<file path="src/rtl/ff_pkg.sv">
package ff_pkg;
  typedef enum logic {
    MODE_STD  = 1'b0,
    MODE_FWFT = 1'b1
  } rd_mode_e;
endpackage

</file>
<file path="src/rtl/ff_mem.sv">
module ff_mem #(
  parameter int DW = 16,
  parameter int DEPTH = 16,
  localparam int AW = $clog2(DEPTH)
) (
  input  logic          clk_i,
  input  logic          rst_ni,
  input  logic          we_i,
  input  logic [AW-1:0] waddr_i,
  input  logic [DW-1:0] wdata_i,
  input  logic          re_i,
  input  logic [AW-1:0] raddr_i,
  output logic [DW-1:0] rdata_o
);
  logic [DW-1:0] mem_q [DEPTH];

  always_ff @(posedge clk_i) begin
    if (we_i) mem_q[waddr_i] <= wdata_i;
  end

  // registered read port doubles as the first prefetch stage
  always_ff @(posedge clk_i or negedge rst_ni) begin
    if (!rst_ni)   rdata_o <= '0;
    else if (re_i) rdata_o <= mem_q[raddr_i];
  end
endmodule

</file>
<file path="src/rtl/ff_ptr.sv">
module ff_ptr #(
  parameter int DEPTH = 16,
  localparam int AW = $clog2(DEPTH),
  localparam int CW = AW + 1
) (
  input  logic          clk_i,
  input  logic          rst_ni,
  input  logic          clr_i,
  input  logic          rt_i,
  input  logic          wr_req_i,
  input  logic          fetch_i,
  output logic          wr_ok_o,
  output logic [AW-1:0] waddr_o,
  output logic [AW-1:0] raddr_o,
  output logic [CW-1:0] count_o,
  output logic          full_o,
  output logic          avail_o,
  output logic          half_o
);
  localparam logic [CW-1:0] FULL_CNT = CW'(DEPTH);
  localparam logic [CW-1:0] HALF_CNT = CW'(DEPTH / 2);

  logic [CW-1:0] tot_q, tot_n;

  assign full_o  = (count_o == FULL_CNT);
  assign avail_o = (count_o != '0);
  assign half_o  = (count_o > HALF_CNT);
  assign wr_ok_o = wr_req_i && !full_o;
  assign tot_n   = (wr_ok_o && tot_q != FULL_CNT) ? tot_q + 1'b1 : tot_q;

  always_ff @(posedge clk_i or negedge rst_ni) begin
    if (!rst_ni) begin
      waddr_o <= '0; raddr_o <= '0; count_o <= '0; tot_q <= '0;
    end else if (clr_i) begin
      waddr_o <= '0; raddr_o <= '0; count_o <= '0; tot_q <= '0;
    end else begin
      tot_q <= tot_n;
      if (wr_ok_o) waddr_o <= waddr_o + 1'b1;
      if (rt_i) begin
        raddr_o <= '0;
        count_o <= tot_n;
      end else begin
        if (fetch_i) raddr_o <= raddr_o + 1'b1;
        count_o <= count_o + CW'(wr_ok_o) - CW'(fetch_i);
      end
    end
  end

  p_no_overflow_r8: assert property (@(posedge clk_i) disable iff (!rst_ni)
    count_o <= FULL_CNT);
  p_full_drop_r8: assert property (@(posedge clk_i) disable iff (!rst_ni)
    (full_o && !fetch_i && !rt_i && !clr_i) |=> (full_o && $stable(waddr_o)));
  p_clear_r9: assert property (@(posedge clk_i) disable iff (!rst_ni)
    clr_i |=> (count_o == '0 && raddr_o == '0 && waddr_o == '0));
  p_rewind_r10: assert property (@(posedge clk_i) disable iff (!rst_ni)
    (rt_i && !clr_i) |=> (raddr_o == '0));
endmodule

</file>
<file path="src/rtl/ff_out.sv">
module ff_out #(
  parameter int DW = 16
) (
  input  logic          clk_i,
  input  logic          rst_ni,
  input  logic          fwft_i,
  input  logic          flush_i,
  input  logic          avail_i,
  input  logic          ren_ni,
  input  logic [DW-1:0] rd_data_i,
  output logic          fetch_o,
  output logic [DW-1:0] dout_o,
  output logic          rdy_o
);
  logic          stg_vld_q, rdy_q;
  logic [DW-1:0] hold_q;
  logic          pop, out_free, move, stg_free;

  // fall-through: memory read register is stage 1, hold_q is the output stage
  assign pop      = rdy_q && !ren_ni;
  assign out_free = !rdy_q || pop;
  assign move     = stg_vld_q && out_free;
  assign stg_free = !stg_vld_q || move;

  always_comb begin
    if (flush_i)     fetch_o = 1'b0;
    else if (fwft_i) fetch_o = avail_i && stg_free;
    else             fetch_o = avail_i && !ren_ni;
  end

  always_ff @(posedge clk_i or negedge rst_ni) begin
    if (!rst_ni) begin
      stg_vld_q <= 1'b0; rdy_q <= 1'b0; hold_q <= '0;
    end else if (flush_i || !fwft_i) begin
      stg_vld_q <= 1'b0; rdy_q <= 1'b0;
    end else begin
      if (fetch_o)   stg_vld_q <= 1'b1;
      else if (move) stg_vld_q <= 1'b0;
      if (move) begin
        hold_q <= rd_data_i;
        rdy_q  <= 1'b1;
      end else if (pop) begin
        rdy_q  <= 1'b0;
      end
    end
  end

  assign dout_o = fwft_i ? hold_q : rd_data_i;
  assign rdy_o  = rdy_q;

  p_hold_r5: assert property (@(posedge clk_i) disable iff (!rst_ni)
    (fwft_i && rdy_q && ren_ni && !flush_i) |=> (rdy_q && $stable(hold_q)));
  p_flush_r10: assert property (@(posedge clk_i) disable iff (!rst_ni)
    flush_i |=> (!rdy_q && !stg_vld_q));
endmodule

</file>
<file path="src/rtl/ff_dm_ctrl.sv">
module ff_dm_ctrl #(
  parameter int DW = 16,
  parameter int DEPTH = 16,
  localparam int AW = $clog2(DEPTH),
  localparam int CW = AW + 1
) (
  input  logic          clk_i,
  input  logic          rst_ni,
  input  logic          mrst_i,
  input  logic          prst_i,
  input  logic          mode_sel_i,
  input  logic          wen_ni,
  input  logic          ren_ni,
  input  logic          rt_ni,
  input  logic [DW-1:0] din_i,
  output logic [DW-1:0] dout_o,
  output logic          out_flag_o,
  output logic          in_flag_o,
  output logic          half_o
);
  import ff_pkg::*;

  rd_mode_e      mode_q;
  logic          clr, fwft, flush;
  logic          wr_ok, fetch, full, avail, rdy;
  logic [AW-1:0] waddr, raddr;
  logic [CW-1:0] count;
  logic [DW-1:0] rd_data;

  always_ff @(posedge clk_i or negedge rst_ni) begin
    if (!rst_ni)     mode_q <= MODE_STD;
    else if (mrst_i) mode_q <= rd_mode_e'(mode_sel_i);
  end

  assign clr   = mrst_i || prst_i;
  assign fwft  = (mode_q == MODE_FWFT);
  assign flush = clr || !rt_ni;

  ff_ptr #(.DEPTH(DEPTH)) u_ptr (
    .clk_i, .rst_ni, .clr_i(clr), .rt_i(!rt_ni), .wr_req_i(!wen_ni),
    .fetch_i(fetch), .wr_ok_o(wr_ok), .waddr_o(waddr), .raddr_o(raddr),
    .count_o(count), .full_o(full), .avail_o(avail), .half_o(half_o)
  );

  ff_mem #(.DW(DW), .DEPTH(DEPTH)) u_mem (
    .clk_i, .rst_ni, .we_i(wr_ok), .waddr_i(waddr), .wdata_i(din_i),
    .re_i(fetch), .raddr_i(raddr), .rdata_o(rd_data)
  );

  ff_out #(.DW(DW)) u_out (
    .clk_i, .rst_ni, .fwft_i(fwft), .flush_i(flush), .avail_i(avail),
    .ren_ni, .rd_data_i(rd_data), .fetch_o(fetch), .dout_o, .rdy_o(rdy)
  );

  assign out_flag_o = fwft ? rdy : !avail;
  assign in_flag_o  = fwft ? !full : full;

  p_mode_hold_r1: assert property (@(posedge clk_i) disable iff (!rst_ni)
    !mrst_i |=> $stable(mode_q));
  p_mode_take_r1: assert property (@(posedge clk_i) disable iff (!rst_ni)
    mrst_i |=> (mode_q == rd_mode_e'($past(mode_sel_i))));
  p_count_bound_r6: assert property (@(posedge clk_i) disable iff (!rst_ni)
    (count <= CW'(DEPTH)));
endmodule

</file>
<file path="config.mk">
export PLATFORM = sky130hd
export DESIGN_NAME = ff_dm_ctrl
export DESIGN_NICKNAME = d
export VERILOG_FILES = /design/src/rtl/ff_pkg.sv /design/src/rtl/ff_mem.sv /design/src/rtl/ff_ptr.sv /design/src/rtl/ff_out.sv /design/src/rtl/ff_dm_ctrl.sv
export SDC_FILE = /design/constraint.sdc
export NUM_CORES = 1
export LEC_CHECK = 0
export BUFFER_PORTS_ARGS = -buffer_cell sky130_fd_sc_hd__buf_2
export CAP_MARGIN = 40
export CORE_ASPECT_RATIO = 1.1
export CORE_MARGIN = 5
export CORE_UTILIZATION = 55
export DETAILED_ROUTE_END_ITERATION = 12
export PLACE_DENSITY = 0.76
export SYNTH_ARGS = -nofsm -noshare
export SYNTH_HDL_FRONTEND = slang
export SYNTH_HIERARCHICAL = 1
export SYNTH_SLANG_ARGS = --single-unit
</file>
<file path="constraint.sdc">
create_clock -name clk_i -period 9.2 [get_ports clk_i]
set_clock_uncertainty 0.2 [all_clocks]
set_input_delay 1.38 -clock clk_i [delete_from_list [all_inputs] [get_ports clk_i]]
set_output_delay 1.38 -clock clk_i [all_outputs]
set_load 0.05 [all_outputs]
</file>
# --- Yosys cells after proc, flatten, opt, wreduce, memory -nomap -nowiden ---
# Memories as Yosys holds them, arrays and structs flattened. A register that Yosys moved wholly into a read port is not among the register bits.
# Cells that the tools add are included.
word_totals:
  memories: 1
  reg_bits: 37
  ramBits: 256
op_classes:
  n_reduce_logical: 25
  add_sub_neg: 5
  bitwise: 1
  order_cmp: 1
  muxes: 22
  n_eq_ne: 3
memory_table:
  columns: ["name", "words", "word_bits", "read_ports", "rd_clocked_by_memory_dff", "wr", "line_no", "text"]
  rows:
  - ["u_mem.mem_q", 16, 16, 1, 1, 1, "ff_mem.sv:15", "logic [DW-1:0] mem_q [DEPTH];"]
op_table:
  columns: ["operator", "n"]
  rows:
  - ["two-way mux 4 bit", 5]
  - ["two-way mux 5 bit", 4]
  - ["two-way mux 16 bit", 1]
  - ["two-way mux 1 bit", 12]
  - ["logical NOT 1 bit", 9]
  - ["adder 4 x 1 -> 4 bit (second input constant)", 2]
  - ["logical AND 1 bit", 6]
  - ["nonzero test 3 bit", 2]
  - ["adder 5 x 1 -> 5 bit", 1]
  - ["adder 5 x 1 -> 5 bit (second input constant)", 1]
  - ["equality test 5 bit (second input constant)", 1]
  - ["> comparator 5 x 4 -> 1 bit (second input constant)", 1]
  - ["logical OR 1 bit", 5]
  - ["!= test 5 bit (second input constant)", 1]
  - ["nonzero test 5 bit", 1]
  - ["subtractor 5 x 1 -> 5 bit", 1]
  - ["!= test 3 x 1 -> 1 bit (second input constant)", 1]
  - ["AND reduction 2 bit", 1]
  - ["nonzero test 2 bit", 1]
  - ["NOT 1 bit", 1]

# --- Depth between registers and ports, before layout ---
# Gate-level depths: netlist of run 1.
logic_depth:
  word_depth: 11
  depth_mapped: 14
  mapped_depth_nobuf: 14

# --- By module ---
# Netlist of run 1, hierarchy kept.
by_module_without_submodules:
  columns: ["module", "cells_per_inst", "n_inst", "area_each_um2", "seq_area_each_um2"]
  rows:
  - ["ff_mem", 452, 1, 10458.8, 8087.8]
  - ["ff_ptr", 113, 1, 1116.1, 450.4]
  - ["ff_out", 64, 1, 913.4, 450.4]
  - ["ff_dm_ctrl", 9, 1, 73.8, 25.0]

# --- Worst setup path after synthesis of run 1 ---
# No wires, ideal clock.
synth_path:
  path_kind: "in2reg"
  startpoint: "in prst_i"
  endpoint: "reg u_ptr.count_o[4]"
  path_buffers: 0
  path_stages: 13
  setup_time_ns: 0.122
  required_time_ns: 8.878
  t_arrival_ns: 3.831
  path_slack_ns: 5.048
  path_cell_list: "or2_1 > or2_1 > nand2b_1 > a21oi_1 > ha_1 > inv_1 > ha_1 > inv_1 > fa_1 > nand2b_1 > a21oi_1 > xor2_1 > a21oi_2"
synth_between:
  elab_chain_cells: 6
synth_rtl:
  columns: ["element", "line_no", "text"]
  rows:
  - ["start: declaration", "ff_dm_ctrl.sv:10", "input logic prst_i,"]
  - ["logical OR 1 bit", "ff_dm_ctrl.sv:35", "assign clr = mrst_i || prst_i;"]
  - ["logical OR 1 bit", "ff_dm_ctrl.sv:37", "assign flush = clr || !rt_ni;"]
  - ["via flush", "ff_dm_ctrl.sv:24", "logic clr, fwft, flush;"]
  - ["two-way mux 1 bit", "ff_out.sv:26", "if (flush_i) fetch_o = 1'b0;"]
  - ["via fetch", "ff_dm_ctrl.sv:25", "logic wr_ok, fetch, full, avail, rdy;"]
  - ["subtractor 5 x 1 -> 5 bit", "ff_ptr.sv:44", "count_o <= count_o + CW'(wr_ok_o) - CW'(fetch_i);"]
  - ["two-way mux 5 bit", "ff_ptr.sv:39", "if (rt_i) begin"]
  - ["two-way mux 5 bit", "ff_ptr.sv:34", "end else if (clr_i) begin"]
  - ["end signal: assignment", "ff_ptr.sv:41", "count_o <= tot_n;"]
  - ["end signal: assignment", "ff_ptr.sv:44", null]
  - ["end: declaration", "ff_ptr.sv:15", "output logic [CW-1:0] count_o,"]
# The timed path passes the listed nets, and every way through them passes these cells.
# A chain may end at the register's enable or synchronous reset.

# --- Worst setup path after layout of run 1 ---
layout_path:
  startpoint: "in mrst_i"
  endpoint: "reg u_ptr.count_o[4]"
layout_between:
  elab_chain_cells: 6
layout_rtl:
  columns: ["element", "line_no", "text"]
  rows:
  - ["start: declaration", "ff_dm_ctrl.sv:9", "input logic mrst_i,"]
  - ["logical OR 1 bit", "ff_dm_ctrl.sv:35", null]
  - ["via clr", "ff_dm_ctrl.sv:24", null]
  - ["logical OR 1 bit", "ff_dm_ctrl.sv:37", null]
  - ["via flush", "ff_dm_ctrl.sv:24", null]
  - ["two-way mux 1 bit", "ff_out.sv:26", null]
  - ["via fetch", "ff_dm_ctrl.sv:25", null]
  - ["subtractor 5 x 1 -> 5 bit", "ff_ptr.sv:44", null]
  - ["two-way mux 5 bit", "ff_ptr.sv:39", null]
  - ["two-way mux 5 bit", "ff_ptr.sv:34", null]
# The timed path passes the listed nets, and every way through them passes these cells.

==> flow_summary_export.csv, run 1 <==
group,metric,value,unit
final_layout,antenna_cells,0,
logic_synthesis,synth_xor_area_share,0.767,%
final_layout,fin_area,14200,sq um
worst_setup_path,endpoint,"u_ptr/count_o[4]$_DFF_PN0_",
worst_setup_path,crit_path_end_kind,"flop",
final_layout,utilization,62.7,%
logic_synthesis,ys_seq_area_share,71.8,%
die,die_h,169,um
grt,grt.overflow.total,0,
final_layout,area_growth,13.4,%
grt,grt.busiest_layer,"met2",
die,rows,58,
worst_setup_path,startpoint_type,"input port",
worst_setup_path,startpoint,"mrst_i",
sta,setup_violations,0,
grt,use_met3,2.79,%
clock_tree,cts_tree,"yes",
grt,grt_pass1_vias,6570,
clock_tree,ctsResizeCount,0,
route,detail_route.wl_per_cell,25.3,um
worst_setup_path,r2r-end,"u_ptr/count_o[4]$_DFF_PN0_",
route,dr.pass1.iters,4,
placement,gp_congestion,0.800,
logic_synthesis,synth_compound_area_share,3.85,%
logic_synthesis,synth_fa_ha_area_share,1.35,%
worst_setup_path,r2r.worst_path.cells,13,
clock_tree,htreeDepth,1,
worst_setup_path,rr_startpoint,"fwft$_DFFE_PN0P_",
sta,max-slew-margin-rel,51.8,%
route,vias_per_cell,6.10,
logic_synthesis,synth_top_flop_cell,"edfxtp_1",
route,drc,0,
grt,grt_max_degree,54,
clock_tree,cts-hold-fix-buffers,0,
final_layout,drive_gt1_share,33.2,%
die,coreArea,22700,sq um
route,ant_nets,0,
die,die_w,154,um
min_path,hold_path.startpoint,"u_out/hold_q[0]$_DFFE_PN0P_",
worst_setup_path,worstPathCellList,"buf_2 > or2_1 > or2_1 > nand2b_1 > a21oi_4 > buf_4 > ha_1 > inv_1 > ha_1 > inv_1 > fa_1 > nand2b_1 > a21oi_1 > xor2_1 > a21oi_2",
clock_tree,numCtsBuffers,30,
logic_synthesis,synth.area.mux_share,16.2,%
grt,grt_pass1_wl,40100,um
clock_tree,cts.clk_slew.worst_paths,60,ps
route,drt_iter0_drc,521,
grt,antenna_found_initial,0,
clock_tree,post_cts_buffers,0,
route,wl,26000,um
grt,grtUsageMet2,34.3,%
worst_setup_path,rrSetupSlack,5700,ps
sta,period_share,47.8,%
sta,drv_slew,0,
placement,dpl.cell_count,975,
clock_tree,root_buffer,"clkbuf_16",
logic_synthesis,synthSimpleGateAreaFrac,3.50,%
sta,fin_setup_tns,0,ps
logic_synthesis,async_flop_share,17.2,%
worst_setup_path,critPathKind,"input port to flop",
clock_tree,clockBufferDepth,3,
logic_synthesis,post_synth_num_cell_types,50,
placement,placed_cell_area,13200,sq um
worst_setup_path,cpPeakStageDelay,450,ps
logic_synthesis,synth_nets,675,
die,initial_core_util,55.3,%
worst_setup_path,cp_slowest_cell,"buf_4",
logic_synthesis,synth-seq-cells,309,
logic_synthesis,netlist.area_leader.share,61.2,%
worst_setup_path,critPathMaxFanout,38,
logic_synthesis,synth-edff-count,256,
pwr,peakVddDrop,0.184,mV
final_layout,finalNonFillerCells,1031,
grt,use_met1,28.2,%
placement,io_buffers,42,
pwr,powerDensity,216,nW/um^2
job,cap_violations,0,
worst_setup_path,critPathBufInv,4,
worst_setup_path,cp_num_cells,15,
logic_synthesis,syn_area,12600,sq um
outcome,status,"finished clean",
grt,track_usage,20.5,%
min_path,hold_class,"flop to flop",
clock_tree,clock-sinks,309,
sta,hold_violations,0,
worst_setup_path,cp_data_arrival_time,4630,ps
sta,period_needed,4400,ps
worst_setup_path,crit_required,9440,ps
logic_synthesis,yosysWarningCount,6,
sta,rsz0062_at_grt,"no",
placement,dp_hpwl,15300,um
logic_synthesis,synth.avg_cell_area,19.7,sq um
logic_synthesis,synth_top_family_by_area,"multiplexers",
logic_synthesis,yosys.area.top_type,"edfxtp_1",
clock_tree,insertion_delay,550,ps
final_layout,fin_nets,744,
sta,worst_pin_slew,723,ps
die,dieArea,26000,sq um
logic_synthesis,ys_top_cells_by_area,"edfxtp_1 61%, dfrtp_1 11%, mux4_2 10%",
logic_synthesis,syn_inst,638,
sta,clock.fmax,0.227,GHz
pwr,p_leak,4.89,nW
route,vias,6293,
worst_setup_path,cp_top_family,"simple AND/OR/NAND/NOR gates",
die,ioPinCount,43,
-- worst min path at each step --
stage / endpoint / slack (ps) / depth (start not counted)
6_report: u_out/hold_q[0]$_DFFE_PN0P_ / 300 / 1
4_1_cts: u_out/hold_q[9]$_DFFE_PN0P_ / 300 / 1
5_1_grt: u_out/hold_q[9]$_DFFE_PN0P_ / 320 / 1
3_5_place_dp: u_out/hold_q[13]$_DFFE_PN0P_ / 290 / 1
2_1_floorplan: u_out/hold_q[10]$_DFFE_PN0P_ / 270 / 1
3_3_place_gp: u_out/hold_q[9]$_DFFE_PN0P_ / 280 / 1
-- flip-flops by register name, summed over array words and instances (netlist names) --
register	count
u_out/rdy_o	1
u_mem/rdata_o	16
u_ptr/waddr_o	4
u_ptr/count_o	5
u_mem/mem_q	256
u_ptr/raddr_o	4
u_out/hold_q	16
u_ptr/tot_q	5
fwft	1
u_out/stg_vld_q	1
-- final cells by class --
class,instances,area (sq um)
Sequential cell,309,9020
Fill cell,1535,8470
Multi-Input combinational cell,281,3280
Clock buffer,50,907
Timing Repair Buffer,69,488
Tap cell,300,375
Clock inverter,6,105
Inverter,16,62.6
-- layout by cell type (no fill, tap or decap), types with 4 or more instances in the layout --
master	Yosys	routed
nand2_1	9	9
nand3_1	6	6
a221oi_2	14	14
mux4_2	56	56
a21oi_1	8	7
mux4_1	8	8
mux2_2	33	33
inv_1	15	15
buf_2	9	42
clkbuf_8	0	6
nor2_2	0	12
nor3_2	0	4
mux2i_1	19	19
clkbuf_16	0	31
buf_4	1	21
edfxtp_1	256	256
o22ai_1	17	17
clkbuf_1	5	13
xor2_1	8	8
ha_1	12	12
nor2_1	44	32
nand2b_1	6	6
dfrtp_1	53	51
-- synth_stat cells, drive strengths merged (7+ instances only) --
cell type / count
edfxtp: 256
a21oi: 9
ha: 12
clkbuf: 7
mux4: 64
buf: 25
o22ai: 17
mux2i: 19
nand2: 9
dfrtp: 53
xor2: 8
nor2: 44
nand2b: 7
a221oi: 16
inv: 16
mux2: 33
-- cell families after synthesis --
family,Yosys count
flip-flops,309
multiplexers,116
AND/OR/NAND/NOR,88
AO/OA/AOI/OAI,53
buffers and inverters,48
adder cells (fa/ha/maj),13
XOR/XNOR,11
-- stage by stage --
stage | total power (W) | hold slack [ps] | worst slack, ps
floorplan | 0.00178 | 275 | 5050
global placement | 0.00185 | 284 | 4440
detailed placement | 0.00187 | 290 | 4270
CTS | 0.00310 | 304 | 4850
global route | 0.00318 | 321 | 4620
finish | 0.00307 | 305 | 4800
-- report_power, final --
part           total, W  switching (W)  internal, W
Combinational  0.000246       0.000166    0.0000799
Sequential      0.00159      0.0000346      0.00156
Clock           0.00124       0.000484     0.000751
Total           0.00307       0.000685      0.00239
-- routing by layer --
metal | part of all wire [%] | wire (um)
met1 | 40 | 10400
met2 | 51 | 13200
met3 | 6.4 | 1660
met5 | 0 | 0
met4 | 3.0 | 776
(Power assumes the default switching activity.)
==> run 2, diff against run 1 <==
==> constraint.sdc (replaced) <==
create_clock -name clk_i -period 4.4 [get_ports clk_i]
set_clock_uncertainty 0.2 [all_clocks]
set_input_delay 0.66 -clock clk_i [delete_from_list [all_inputs] [get_ports clk_i]]
set_output_delay 0.66 -clock clk_i [all_outputs]
set_load 0.05 [all_outputs]
==> run 2 against run 1 <==
Against the previous run: clock power rose by 100%; via count grew 0.32%; worst setup slack worse by 3500 ps; first-iteration DRC count rose by 15%; largest cell class unchanged.
==> flow_summary_export.csv, run 2 (synthesis results as in run 1) <==
group,metric,value,unit
outcome,status,"finished clean",
pwr,p_sw_share,23.5,%
clock_tree,cts.clk_slew.worst_paths,60,ps
route,vias,6313,
clock_tree,clockBufferDepth,3,
final_layout,largest-register,"u_mem/mem_q",
grt,grt_max_degree,38,
worst_setup_path,r2r-end,"u_mem/mem_q[2][7]$_DFFE_PP_",
route,wl,25800,um
route,dr.pass1.iters,5,
pwr,powerDensity,446,nW/um^2
final_layout,finalNonFillerCells,1033,
grt,track_usage,20.3,%
worst_setup_path,cp_data_arrival_time,3380,ps
grt,grt_pass1_wl,40300,um
placement,dp_hpwl,15400,um
clock_tree,insertion_delay,550,ps
worst_setup_path,worstPathCellList,"buf_2 > or2_1 > or2_1 > nand2b_1 > a21oi_4 > ha_1 > inv_1 > ha_1 > inv_1 > fa_1 > nand2b_1 > a21oi_1 > xor2_1 > a21oi_2",
sta,fin_setup_tns,0,ps
worst_setup_path,crit_path_end_kind,"flop",
worst_setup_path,r2r.worst_path.cells,8,
sta,max-slew-margin-rel,41.0,%
sta,clock.fmax,0.318,GHz
final_layout,fin_nets,746,
route,drt_iter0_drc,599,
route,vias_per_cell,6.11,
route,drc,0,
final_layout,final_cell_mix,"256 x edfxtp_1, 56 x mux4_2, 51 x dfrtp_1",
worst_setup_path,cp_top_family,"simple AND/OR/NAND/NOR gates",
placement,dpl.cell_count,976,
final_layout,drive_gt1_share,33.8,%
sta,drv_slew,0,
sta,rsz0062_at_grt,"no",
clock_tree,ctsResizeCount,0,
pwr,comb_power_share,8.0,%
sta,worst_pin_slew,886,ps
clock_tree,htreeDepth,1,
min_path,hold_class,"input port to flop",
worst_setup_path,cp_slowest_cell,"fa_1",
clock_tree,root_buffer,"clkbuf_16",
worst_setup_path,critPathBufInv,3,
final_layout,utilization,62.5,%
pwr,peakVddDrop,0.320,mV
job,cap_violations,0,
min_path,whs_path_depth,2,
clock_tree,cts_tree,"yes",
die,dieArea,26000,sq um
pwr,seqPwrFrac,52.6,%
placement,gp_congestion,0.781,
grt,grt_pass1_vias,6672,
sta,period_needed,3140,ps
sta,hold_violations,0,
worst_setup_path,crit_required,4630,ps
min_path,holdPathEnd,"fwft$_DFFE_PN0P_",
worst_setup_path,rrSetupSlack,1310,ps
final_layout,largest_reg_flops,256,
worst_setup_path,critPathKind,"input port to flop",
die,die_h,169,um
die,ioPinCount,43,
pwr,switchingPower,0.00149,W
placement,io_buffers,42,
pwr,p_leak,4.86,nW
sta,period_share,71.5,%
final_layout,antenna_cells,0,
die,initial_core_util,55.3,%
die,die_w,154,um
grt,grt.overflow.total,0,
final_layout,mostFrequentLayoutCell,"edfxtp_1",
pwr,p_int,0.00485,W
final_layout,area_growth,13.1,%
route,ant_nets,0,
die,coreArea,22700,sq um
grt,antenna_found_initial,0,
sta,timing.final.ws_setup,1260,ps
die,rows,58,
clock_tree,numCtsBuffers,30,
final_layout,largestRegisters,"u_mem/mem_q x256, u_mem/rdata_o x16, u_out/hold_q x16",
clock_tree,clock-sinks,309,
worst_setup_path,startpoint_type,"input port",
pwr,clockPowerShare,39.4,%
min_path,hold_path.startpoint,"mode_sel_i",
placement,post-place-ws,712,ps
worst_setup_path,cpPeakStageDelay,440,ps
route,detail_route.wl_per_cell,25.0,um
worst_setup_path,rr_startpoint,"u_ptr/count_o[2]$_DFF_PN0_",
worst_setup_path,critPathMaxFanout,16,
sta,setup_violations,0,
final_layout,fillers,1555,
-- run 2: how the worst max path moves through the flow --
stage	from	endpoint	slack, ps	depth (start not counted)
5_1_grt	prst_i	u_ptr/count_o[4]$_DFF_PN0_	1060	14
2_1_floorplan	prst_i	u_ptr/count_o[4]$_DFF_PN0_	970	13
6_report	prst_i	u_ptr/count_o[4]$_DFF_PN0_	1260	14
3_5_place_dp	prst_i	u_ptr/count_o[4]$_DFF_PN0_	710	14
4_1_cts	u_ptr/count_o[2]$_DFF_PN0_	u_mem/mem_q[2][7]$_DFFE_PP_	1260	8
3_3_place_gp	prst_i	u_ptr/count_o[4]$_DFF_PN0_	870	14
-- run 2: power groups by stage --
stage / clock network, W / registers, W / logic [W]
final: 0.00250 / 0.00333 / 0.000508
after global routing: 0.00267 / 0.00334 / 0.000546
after CTS: 0.00254 / 0.00333 / 0.000514
after detailed placement: 0 / 0.00339 / 0.000508
after global placement: 0 / 0.00338 / 0.000484
after floorplan: 0 / 0.00335 / 0.000370
-- run 2: layer usage --
| layer | part of all wire [%] | global-route usage [%] |
|---|---|---|
| met5 | 0 | 0 |
| met4 | 1.9 | 4.88 |
| met3 | 6.9 | 3.25 |
| met2 | 51 | 34.0 |
| met1 | 40 | 28.6 |
-- run 2: what timing repair did --
| item | in CTS | in global routing |
|---|---|---|
| hold buffers | 1 | 0 |
| endpoints found under the hold margin | 17 | 0 |
| setup buffers | 0 | 0 |
-- run 2: per-stage QoR --
step	hold WS [ps]	power, W	instance area [sq um]
2_1_floorplan	164	0.00372	12600
3_5_place_dp	294	0.00390	13200
3_3_place_gp	284	0.00387	13100
4_1_cts	123	0.00638	14200
6_report	139	0.00634	14200
5_1_grt	123	0.00656	14200
-- run 2: final cells by class --
| class | instances | area [sq um] | share of cell area [%] |
|---|---|---|---|
| Clock inverter | 18 | 174 | 1.22 |
| Tap cell | 300 | 375 | 2.64 |
| Sequential cell | 309 | 9020 | 63.5 |
| Timing Repair Buffer | 71 | 482 | 3.39 |
| Inverter | 16 | 62.6 | 0.440 |
| Multi-Input combinational cell | 281 | 3280 | 23.1 |
| Clock buffer | 38 | 811 | 5.71 |
